### config.mk
export PLATFORM = sky130hd
export DESIGN_NAME = action_queue_regs
export DESIGN_NICKNAME = d
export VERILOG_FILES = /design/src/rtl/aq_pkg.sv /design/src/rtl/aq_fifo.sv /design/src/rtl/aq_head_view.sv /design/src/rtl/aq_wb_regs.sv /design/src/rtl/action_queue_regs.sv
export SDC_FILE = /design/constraint.sdc
export NUM_CORES = 1
export LEC_CHECK = 0
export BUFFER_PORTS_ARGS = -buffer_cell sky130_fd_sc_hd__buf_2
export CORE_MARGIN = 5
export CORE_UTILIZATION = 60
export DETAILED_ROUTE_END_ITERATION = 16
export PLACE_DENSITY_LB_ADDON = 0.05
export REMOVE_ABC_BUFFERS = 1
export SLEW_MARGIN = 20
export SYNTH_ARGS = -nofsm -noshare
export SYNTH_HDL_FRONTEND = slang
export SYNTH_SLANG_ARGS = --single-unit
### constraint.sdc
create_clock -name clk -period 11.9 [get_ports clk]
set_input_delay 0.595 -clock clk [delete_from_list [all_inputs] [get_ports clk]]
set_output_delay 0.595 -clock clk [all_outputs]
set_load 0.02 [all_outputs]
### src/rtl/aq_pkg.sv
package aq_pkg;
  localparam int DL_W   = 64;
  localparam int ERR_W  = 4;
  localparam int DATA_W = 32;
  localparam int VALID_BIT = 4;

  typedef struct packed {
    logic [DL_W-1:0]  deadline;
    logic [ERR_W-1:0] err;
  } aq_entry_t;

  localparam int ENTRY_W = $bits(aq_entry_t);

  // word indices of the register map (byte offset = 4 * index)
  localparam logic [3:0] IDX_ID    = 4'd0;
  localparam logic [3:0] IDX_POP   = 4'd1;
  localparam logic [3:0] IDX_FLAGS = 4'd2;
  localparam logic [3:0] IDX_DL_HI = 4'd10;
  localparam logic [3:0] IDX_DL_LO = 4'd11;
endpackage

### src/rtl/aq_fifo.sv
module aq_fifo #(
  parameter int DEPTH   = 16,
  parameter int WIDTH   = 68,
  localparam int PTR_W  = (DEPTH > 1) ? $clog2(DEPTH) : 1,
  localparam int CNT_W  = $clog2(DEPTH + 1)
) (
  input  logic             clk,
  input  logic             rst,
  input  logic             push_i,
  input  logic [WIDTH-1:0] push_data_i,
  input  logic             pop_i,
  output logic [WIDTH-1:0] head_o,
  output logic             empty_o,
  output logic             full_o,
  output logic [CNT_W-1:0] count_o,
  output logic             overflow_o
);
  logic [WIDTH-1:0] mem [DEPTH];
  logic [PTR_W-1:0] wr_ptr, rd_ptr;
  logic [CNT_W-1:0] count;
  logic             do_push, do_pop;

  function automatic logic [PTR_W-1:0] next_ptr(input logic [PTR_W-1:0] p);
    if (p == PTR_W'(DEPTH - 1)) return '0;
    return p + 1'b1;
  endfunction

  assign empty_o = (count == '0);
  assign full_o  = (count == CNT_W'(DEPTH));
  assign do_pop  = pop_i && !empty_o;
  assign do_push = push_i && (!full_o || do_pop);

  // storage without reset so it maps onto RAM
  always_ff @(posedge clk) begin
    if (do_push) mem[wr_ptr] <= push_data_i;
  end

  always_ff @(posedge clk) begin
    if (rst) begin
      wr_ptr     <= '0;
      rd_ptr     <= '0;
      count      <= '0;
      overflow_o <= 1'b0;
    end else begin
      if (do_push) wr_ptr <= next_ptr(wr_ptr);
      if (do_pop)  rd_ptr <= next_ptr(rd_ptr);
      case ({do_push, do_pop})
        2'b10:   count <= count + 1'b1;
        2'b01:   count <= count - 1'b1;
        default: count <= count;
      endcase
      if (push_i && !do_push) overflow_o <= 1'b1;
    end
  end

  assign head_o  = mem[rd_ptr];
  assign count_o = count;
endmodule

### src/rtl/aq_head_view.sv
module aq_head_view
  import aq_pkg::*;
(
  input  logic              clk,
  input  logic              rst,
  input  aq_entry_t         head_i,
  input  logic              empty_i,
  input  logic              pop_i,
  output logic [DATA_W-1:0] flags_word_o,
  output logic [DATA_W-1:0] dl_hi_o,
  output logic [DATA_W-1:0] dl_lo_o
);
  logic [ERR_W-1:0] last_err;

  // error bits of the entry removed last stay visible once the queue drains
  always_ff @(posedge clk) begin
    if (rst)                     last_err <= '0;
    else if (pop_i && !empty_i)  last_err <= head_i.err;
  end

  always_comb begin
    flags_word_o = '0;
    if (empty_i) begin
      flags_word_o[ERR_W-1:0] = last_err;
      dl_hi_o = '0;
      dl_lo_o = '0;
    end else begin
      flags_word_o[ERR_W-1:0] = head_i.err;
      flags_word_o[VALID_BIT] = 1'b1;
      dl_hi_o = head_i.deadline[DL_W-1:DATA_W];
      dl_lo_o = head_i.deadline[DATA_W-1:0];
    end
  end
endmodule

### src/rtl/aq_wb_regs.sv
module aq_wb_regs
  import aq_pkg::*;
#(
  parameter int WORD_ADR_W = 6,
  parameter int QUEUE_ID   = 2
) (
  input  logic                  clk,
  input  logic                  rst,
  input  logic                  cyc_i,
  input  logic                  stb_i,
  input  logic                  we_i,
  input  logic [WORD_ADR_W-1:0] adr_i,
  input  logic [DATA_W-1:0]     flags_i,
  input  logic [DATA_W-1:0]     dl_hi_i,
  input  logic [DATA_W-1:0]     dl_lo_i,
  output logic                  ack_o,
  output logic [DATA_W-1:0]     dat_o,
  output logic                  pop_o
);
  logic req;
  logic [DATA_W-1:0] rd_mux;

  assign req   = cyc_i && stb_i && !ack_o;
  assign pop_o = req && we_i && (adr_i == WORD_ADR_W'(IDX_POP));

  always_comb begin
    rd_mux = '0;
    if      (adr_i == WORD_ADR_W'(IDX_ID))    rd_mux = DATA_W'(QUEUE_ID);
    else if (adr_i == WORD_ADR_W'(IDX_FLAGS)) rd_mux = flags_i;
    else if (adr_i == WORD_ADR_W'(IDX_DL_HI)) rd_mux = dl_hi_i;
    else if (adr_i == WORD_ADR_W'(IDX_DL_LO)) rd_mux = dl_lo_i;
  end

  always_ff @(posedge clk) begin
    if (rst) begin
      ack_o <= 1'b0;
      dat_o <= '0;
    end else begin
      ack_o <= req;
      dat_o <= (req && !we_i) ? rd_mux : '0;
    end
  end
endmodule

### src/rtl/action_queue_regs.sv
module action_queue_regs
  import aq_pkg::*;
#(
  parameter int DEPTH      = 16,
  parameter int WORD_ADR_W = 6,
  parameter int QUEUE_ID   = 2,
  localparam int CNT_W     = $clog2(DEPTH + 1)
) (
  input  logic                  clk,
  input  logic                  rst,
  input  logic                  push_valid,
  input  logic [DL_W-1:0]       push_deadline,
  input  logic [ERR_W-1:0]      push_err,
  input  logic                  wb_cyc,
  input  logic                  wb_stb,
  input  logic                  wb_we,
  input  logic [WORD_ADR_W-1:0] wb_adr,
  output logic                  wb_ack,
  output logic [DATA_W-1:0]     wb_dat_o
);
  aq_entry_t         in_entry, head;
  logic [ENTRY_W-1:0] head_bits;
  logic              q_empty, q_full, q_overflow, pop_req;
  logic [CNT_W-1:0]  q_count;
  logic [DATA_W-1:0] flags_word, dl_hi, dl_lo;

  assign in_entry.deadline = push_deadline;
  assign in_entry.err      = push_err;
  assign head              = aq_entry_t'(head_bits);

  aq_fifo #(.DEPTH(DEPTH), .WIDTH(ENTRY_W)) u_fifo (
    .clk(clk), .rst(rst),
    .push_i(push_valid), .push_data_i(in_entry),
    .pop_i(pop_req), .head_o(head_bits),
    .empty_o(q_empty), .full_o(q_full),
    .count_o(q_count), .overflow_o(q_overflow)
  );

  aq_head_view u_view (
    .clk(clk), .rst(rst),
    .head_i(head), .empty_i(q_empty), .pop_i(pop_req),
    .flags_word_o(flags_word), .dl_hi_o(dl_hi), .dl_lo_o(dl_lo)
  );

  aq_wb_regs #(.WORD_ADR_W(WORD_ADR_W), .QUEUE_ID(QUEUE_ID)) u_regs (
    .clk(clk), .rst(rst),
    .cyc_i(wb_cyc), .stb_i(wb_stb), .we_i(wb_we), .adr_i(wb_adr),
    .flags_i(flags_word), .dl_hi_i(dl_hi), .dl_lo_i(dl_lo),
    .ack_o(wb_ack), .dat_o(wb_dat_o), .pop_o(pop_req)
  );
endmodule

## Word-level counts from Yosys, hierarchy flattened

Memory sizes are Yosys's and may differ from the RTL's. A register that Yosys moved wholly into a read port is not among the register bits.
Index checks and enable logic that the tools add are counted.

| operators by class | value |
|---|---|
| multiplexer cells | 23 |
| equal/unequal tests | 9 |
| reductions and logical operators | 18 |
| add/sub/neg operators | 4 |
| bitwise gates (word level) | 1 |

Operators with widths:

| operator | count |
|---|---|
| $mux 32 | 4 |
| $mux 4 | 7 |
| $eq 6x4->1 const B | 2 |
| $pmux 5 s2 | 1 |
| $mux 1 | 9 |
| $add 4x1->4 const B | 2 |
| $eq 4x4->1 const B | 2 |
| $logic_and 1x1->1 | 7 |
| $eq 6x1->1 const B | 1 |
| $eq 6x2->1 const B | 1 |
| $logic_not 6->1 | 1 |
| $add 5x1->5 const B | 1 |
| $eq 5x5->1 const B | 1 |
| $logic_not 5->1 | 1 |
| $mux 5 | 1 |
| $sub 5x1->5 const B | 1 |
| $logic_not 1->1 | 4 |
| $reduce_or 4->1 | 1 |
| $reduce_or 3->1 | 1 |
| $eq 2x1->1 const B | 1 |
| $eq 2x2->1 const B | 1 |
| $mux 2 | 1 |
| $reduce_bool 2->1 | 1 |
| $reduce_or 2->1 | 1 |
| other kinds (2) | 2 |

| word-level totals | value |
|---|---|
| output and inout bits | 33 |
| memories kept | 1 |
| register bits after elaboration | 50 |
| bits in writable memories | 1088 |

Memories:

| name | depth | width | rd ports | clocked after Yosys merged registers in | wr ports | RTL line | text |
|---|---|---|---|---|---|---|---|
| u_fifo.mem | 16 | 68 | 1 | 1 | 1 | aq_fifo.sv:18 | `logic [WIDTH-1:0] mem [DEPTH];` |

## Longest topological paths before layout

| logic depth | value |
|---|---|
| word-level depth | 10 |
| mapped depth | 11 |
| mapped depth without buffers | 10 |

## Hierarchy

From an unflattened synthesis, not the netlist that was laid out.

| second synthesis, totals | value |
|---|---|
| cell total of the unflattened synthesis | 2113 |
| area, all modules | 44447.6 um^2 |

Modules (own cells, without submodules):

| module | instances | cells an instance | sequential area each (um^2) | area each (um^2) |
|---|---|---|---|---|
| aq_fifo | 1 | 1799 | 33031.7 | 41628.7 |
| aq_wb_regs | 1 | 192 | 660.6 | 1879.3 |
| aq_head_view | 1 | 122 | 80.1 | 939.7 |

## Worst setup path after synthesis

Ideal clock, no wire load.

| timing | value |
|---|---|
| path type | input -> register |
| start point | input port wb_adr[5] |
| end point | memory u_fifo.mem[0][0], enable pin |
| arrival time | 8056 ps |
| stages on the path | 5 |
| setup slack | 3182 ps |
| buffers on the path | 1 |
| path through | nor4_1 a311o_1 nand2_1 buf_2 nor4_1 |

| on the way | value |
|---|---|
| word-level cells in the longest chain between the ends | 7 |

RTL lines:

| what | RTL line | text |
|---|---|---|
| start: declaration | action_queue_regs.sv:17 | `input logic [WORD_ADR_W-1:0] wb_adr,` |
| $eq 6x1->1 | aq_wb_regs.sv:24 | `assign pop_o = req && we_i && (adr_i == WORD_ADR_W'(IDX_POP));` |
| $logic_and 1x1->1 | aq_wb_regs.sv:24 |  |
| $logic_and 1x1->1 | aq_fifo.sv:30 | `assign do_pop = pop_i && !empty_o;` |
| $logic_or 1x1->1 | aq_fifo.sv:31 | `assign do_push = push_i && (!full_o \|\| do_pop);` |
| $logic_and 1x1->1 | aq_fifo.sv:31 |  |
| $mux 1 | aq_fifo.sv:35 | `if (do_push) mem[wr_ptr] <= push_data_i;` |
| $mux 1 (implied by the code) | aq_fifo.sv:35 |  |
| end: declaration | aq_fifo.sv:18 |  |

Every way passes these cells.

==> impl_metrics.ini <==
[status]
status = finished, final reports clean

[pwr]
pwr-share-clk_pct = 43.8
switchingPower_mw = 1.566
powerDensity_mw_per_mm2 = 167.5
combPwrFrac_pct = 2.1
p_leak_nw = 15.35
internal_power_mw = 6.646
finalPower_mw = 8.212
swShare_pct = 19.07
irDropWorstVdd_mv = 0.1257
seqPwrFrac_pct = 54.2

[global_route]
met2_usage_pct = 40.06
grt_max_degree = 139
top_usage_layer = met2
antenna_found_initial = 9
grt-ovfl-total = 0
grt_pass1_vias = 21418
grt_util_met1_pct = 35.70
use_met3_pct = 3.859
grt.total_usage_pct = 24.39
grt_pass1_wl_um = 140700

[clock_network]
clk_path_buf_depth = 3
numCtsBuffers = 111
clkTransAtPathRegs_ns = 0.06
tritoncts = yes
ctsResizeCount = 0
cts_setup_buffers = 0
cts_hold_buffers = 0
root_buffer = clkbuf_16
cts_sinks = 1142
clk_latency_ns = 0.66
htreeDepth = 3

[synth]
seq_area_frac_synth_pct = 77.40
syn-instance-count = 2003
synth_edf_count = 1088
synth_top_area_share_pct = 74.92
netlist_area_sq_mm = 0.04361
yosysWarnings = 0
ys_async_sr_fraction_pct = 0
yosysMostFrequentCell = edfxtp_1
synth.area.top_cells = edfxtp_1 (75%), mux4_2 (15%), dfxtp_1 (2.5%)
ys_types = 55
ys_seq_elements = 1142
synth_area_leader_cell = edfxtp_1
syn_area_per_cell_sq_um = 21.77
synth_flop_cell = edfxtp_1
yosys-top-cells-count = edfxtp_1 (1088), mux4_2 (290), nand2_1 (108)

[floorplanning]
io_pins = 113
dieWidth_um = 279.6
die_h_um = 279.6
start_util_pct = 60.79
die-area_sq_mm = 0.07817
row_count = 98
core_region_area_sq_mm = 0.07173

[worst_setup_path]
crit_slowest_cell = buf_4
path_common_cell = mux4_2
crit_chain = buf_12 > buf_4 > mux4_2 > mux4_2 > inv_1 > o22ai_1
endpoint_kind = register
cp_top_family = buffers and inverters
crit_arrival_ns = 4.28
worst-setup-path-type = reg2reg
cp_num_buf_inv = 3
worstPathRequired_ns = 12.41
cp_slowest_stage_delay_ns = 0.85
critical_path.max_fanout = 113
cp-start-kind = register

[flow_run]
maxCapViolCount = 0

[timing]
period_share_pct = 31.65
setup_tns_ns = 0
tightest_slew_ns = 1.066
slew_violations = 0
max_freq_mhz = 265.5
hold_viol_final = 0
setup_viol = 0
relSlewSlack_pct = 28.96
fin_crit_ns = 3.767
clock_skew_ns = 0.01830
hold_ws_ns = 0.2699
rsz0062_at_grt = no

[drt]
vias_per_cell = 6.384
drc = 0
initialDrtViolationCount = 2004
wirelength_um = 94300
drtPass1Iterations = 5
wl_per_cell_um = 29.40
num_vias = 20475
antenna_left = 0

[placed_design]
gp_congestion = 0.7763
hpwl_um = 48070
portBuffers = 112
dp.cells = 2997

[cells_and_area]
nNetsFinal = 2249
syn2layout_area_growth_pct = 12.46
layout-drive-gt1-share_pct = 28.16
fillerInstances = 4474
finalNonFillerCells = 3207

[hold_path]
hold_class = in2reg
## registers in the layout (all words and copies together), names as in the netlist, named ones only
name and cells:
u_fifo.count_o 5, u_fifo.mem 1088, u_fifo.rd_ptr 4, u_fifo.wr_ptr 4, u_regs.ack_o 1, u_regs.dat_o 32
u_view.last_err 4
## metrics by stage
step	utilization, %	setup slack (ns)	cell area, sq um
2_1_floorplan	-	-1.445	43060
3_3_place_gp	63.08	7.634	45250
3_5_place_dp	63.08	7.582	45250
4_1_cts	68.36	8.030	49040
5_1_grt	68.36	7.773	49040
6_report	68.37	8.133	49040
## cell type report
| class | instances | area [sq um] | share of cell area [%] |
|---|---|---|---|
| Inverter | 42 | 157.7 | 0.3215 |
| Antenna cell | 2 | 5.005 | 0.01021 |
| Clock inverter | 61 | 706.9 | 1.442 |
| Clock buffer | 147 | 3078 | 6.276 |
| Tap cell | 950 | 1189 | 2.424 |
| Sequential cell | 1142 | 33770 | 68.86 |
| Timing Repair Buffer | 149 | 875.8 | 1.786 |
| Multi-Input combinational cell | 714 | 9261 | 18.89 |
## worst reg2reg max path: stages (launching register included)
cell and delay (ns):
dfxtp_4 0.67, buf_12 0.66, buf_4 1.04, mux4_2 0.63, mux4_2 0.50, inv_1 0.07
o22ai_1 0.06
## per-layer routing
layer	wire length, um	up-vias
met4	1843	2
met1	39020	10913
li1	-	8655
met2	47090	768
met3	6327	137
met5	16	-
## layout by cell type (no fill, tap or decap), drive strengths merged, types with 11 or more instances in the layout
cell | Yosys | layout
inv | 42 | 44
a21oi | 43 | 43
dfxtp | 54 | 54
nor4 | 11 | 11
edfxtp | 1088 | 1088
mux2i | 53 | 53
clkbuf | 44 | 147
mux4 | 290 | 290
clkinv | 0 | 40
nand2 | 108 | 108
bufinv | 0 | 16
o22ai | 28 | 28
buf | 61 | 149
nor2 | 48 | 48
## cells by family after synthesis
family          after synthesis  synth area share, %
flops                      1142                77.40
xor+xnor                      4              0.08035
mux                         350                16.37
fa+ha+maj                     9               0.2755
simple gates                226                2.361
buf+inv                     147                1.618
compound gates              125                1.888
## path summary, 6_finish.rpt
| kind | startpoint | end | slack (ns) | depth (start not counted) |
|---|---|---|---|---|
| max | register | u_regs.dat_o[15] | 8.13 | 6 |
| max reg2reg | register | u_regs.dat_o[15] | 8.13 | 6 |
| min | wb_cyc | u_regs.ack_o | 0.27 | 3 |
| min reg2reg | u_view.last_err[1] | u_view.last_err[1] | 0.50 | 2 |
## power groups by stage
stage	Combinational, mW	Clock (mW)	Sequential, mW
after floorplan	0.0682	0	4.54
final	0.169	3.59	4.45
after CTS	0.170	3.66	4.45
after global placement	0.162	0	4.53
after global routing	0.184	3.84	4.45
after detailed placement	0.169	0	4.53
(Power assumes the default switching activity.)
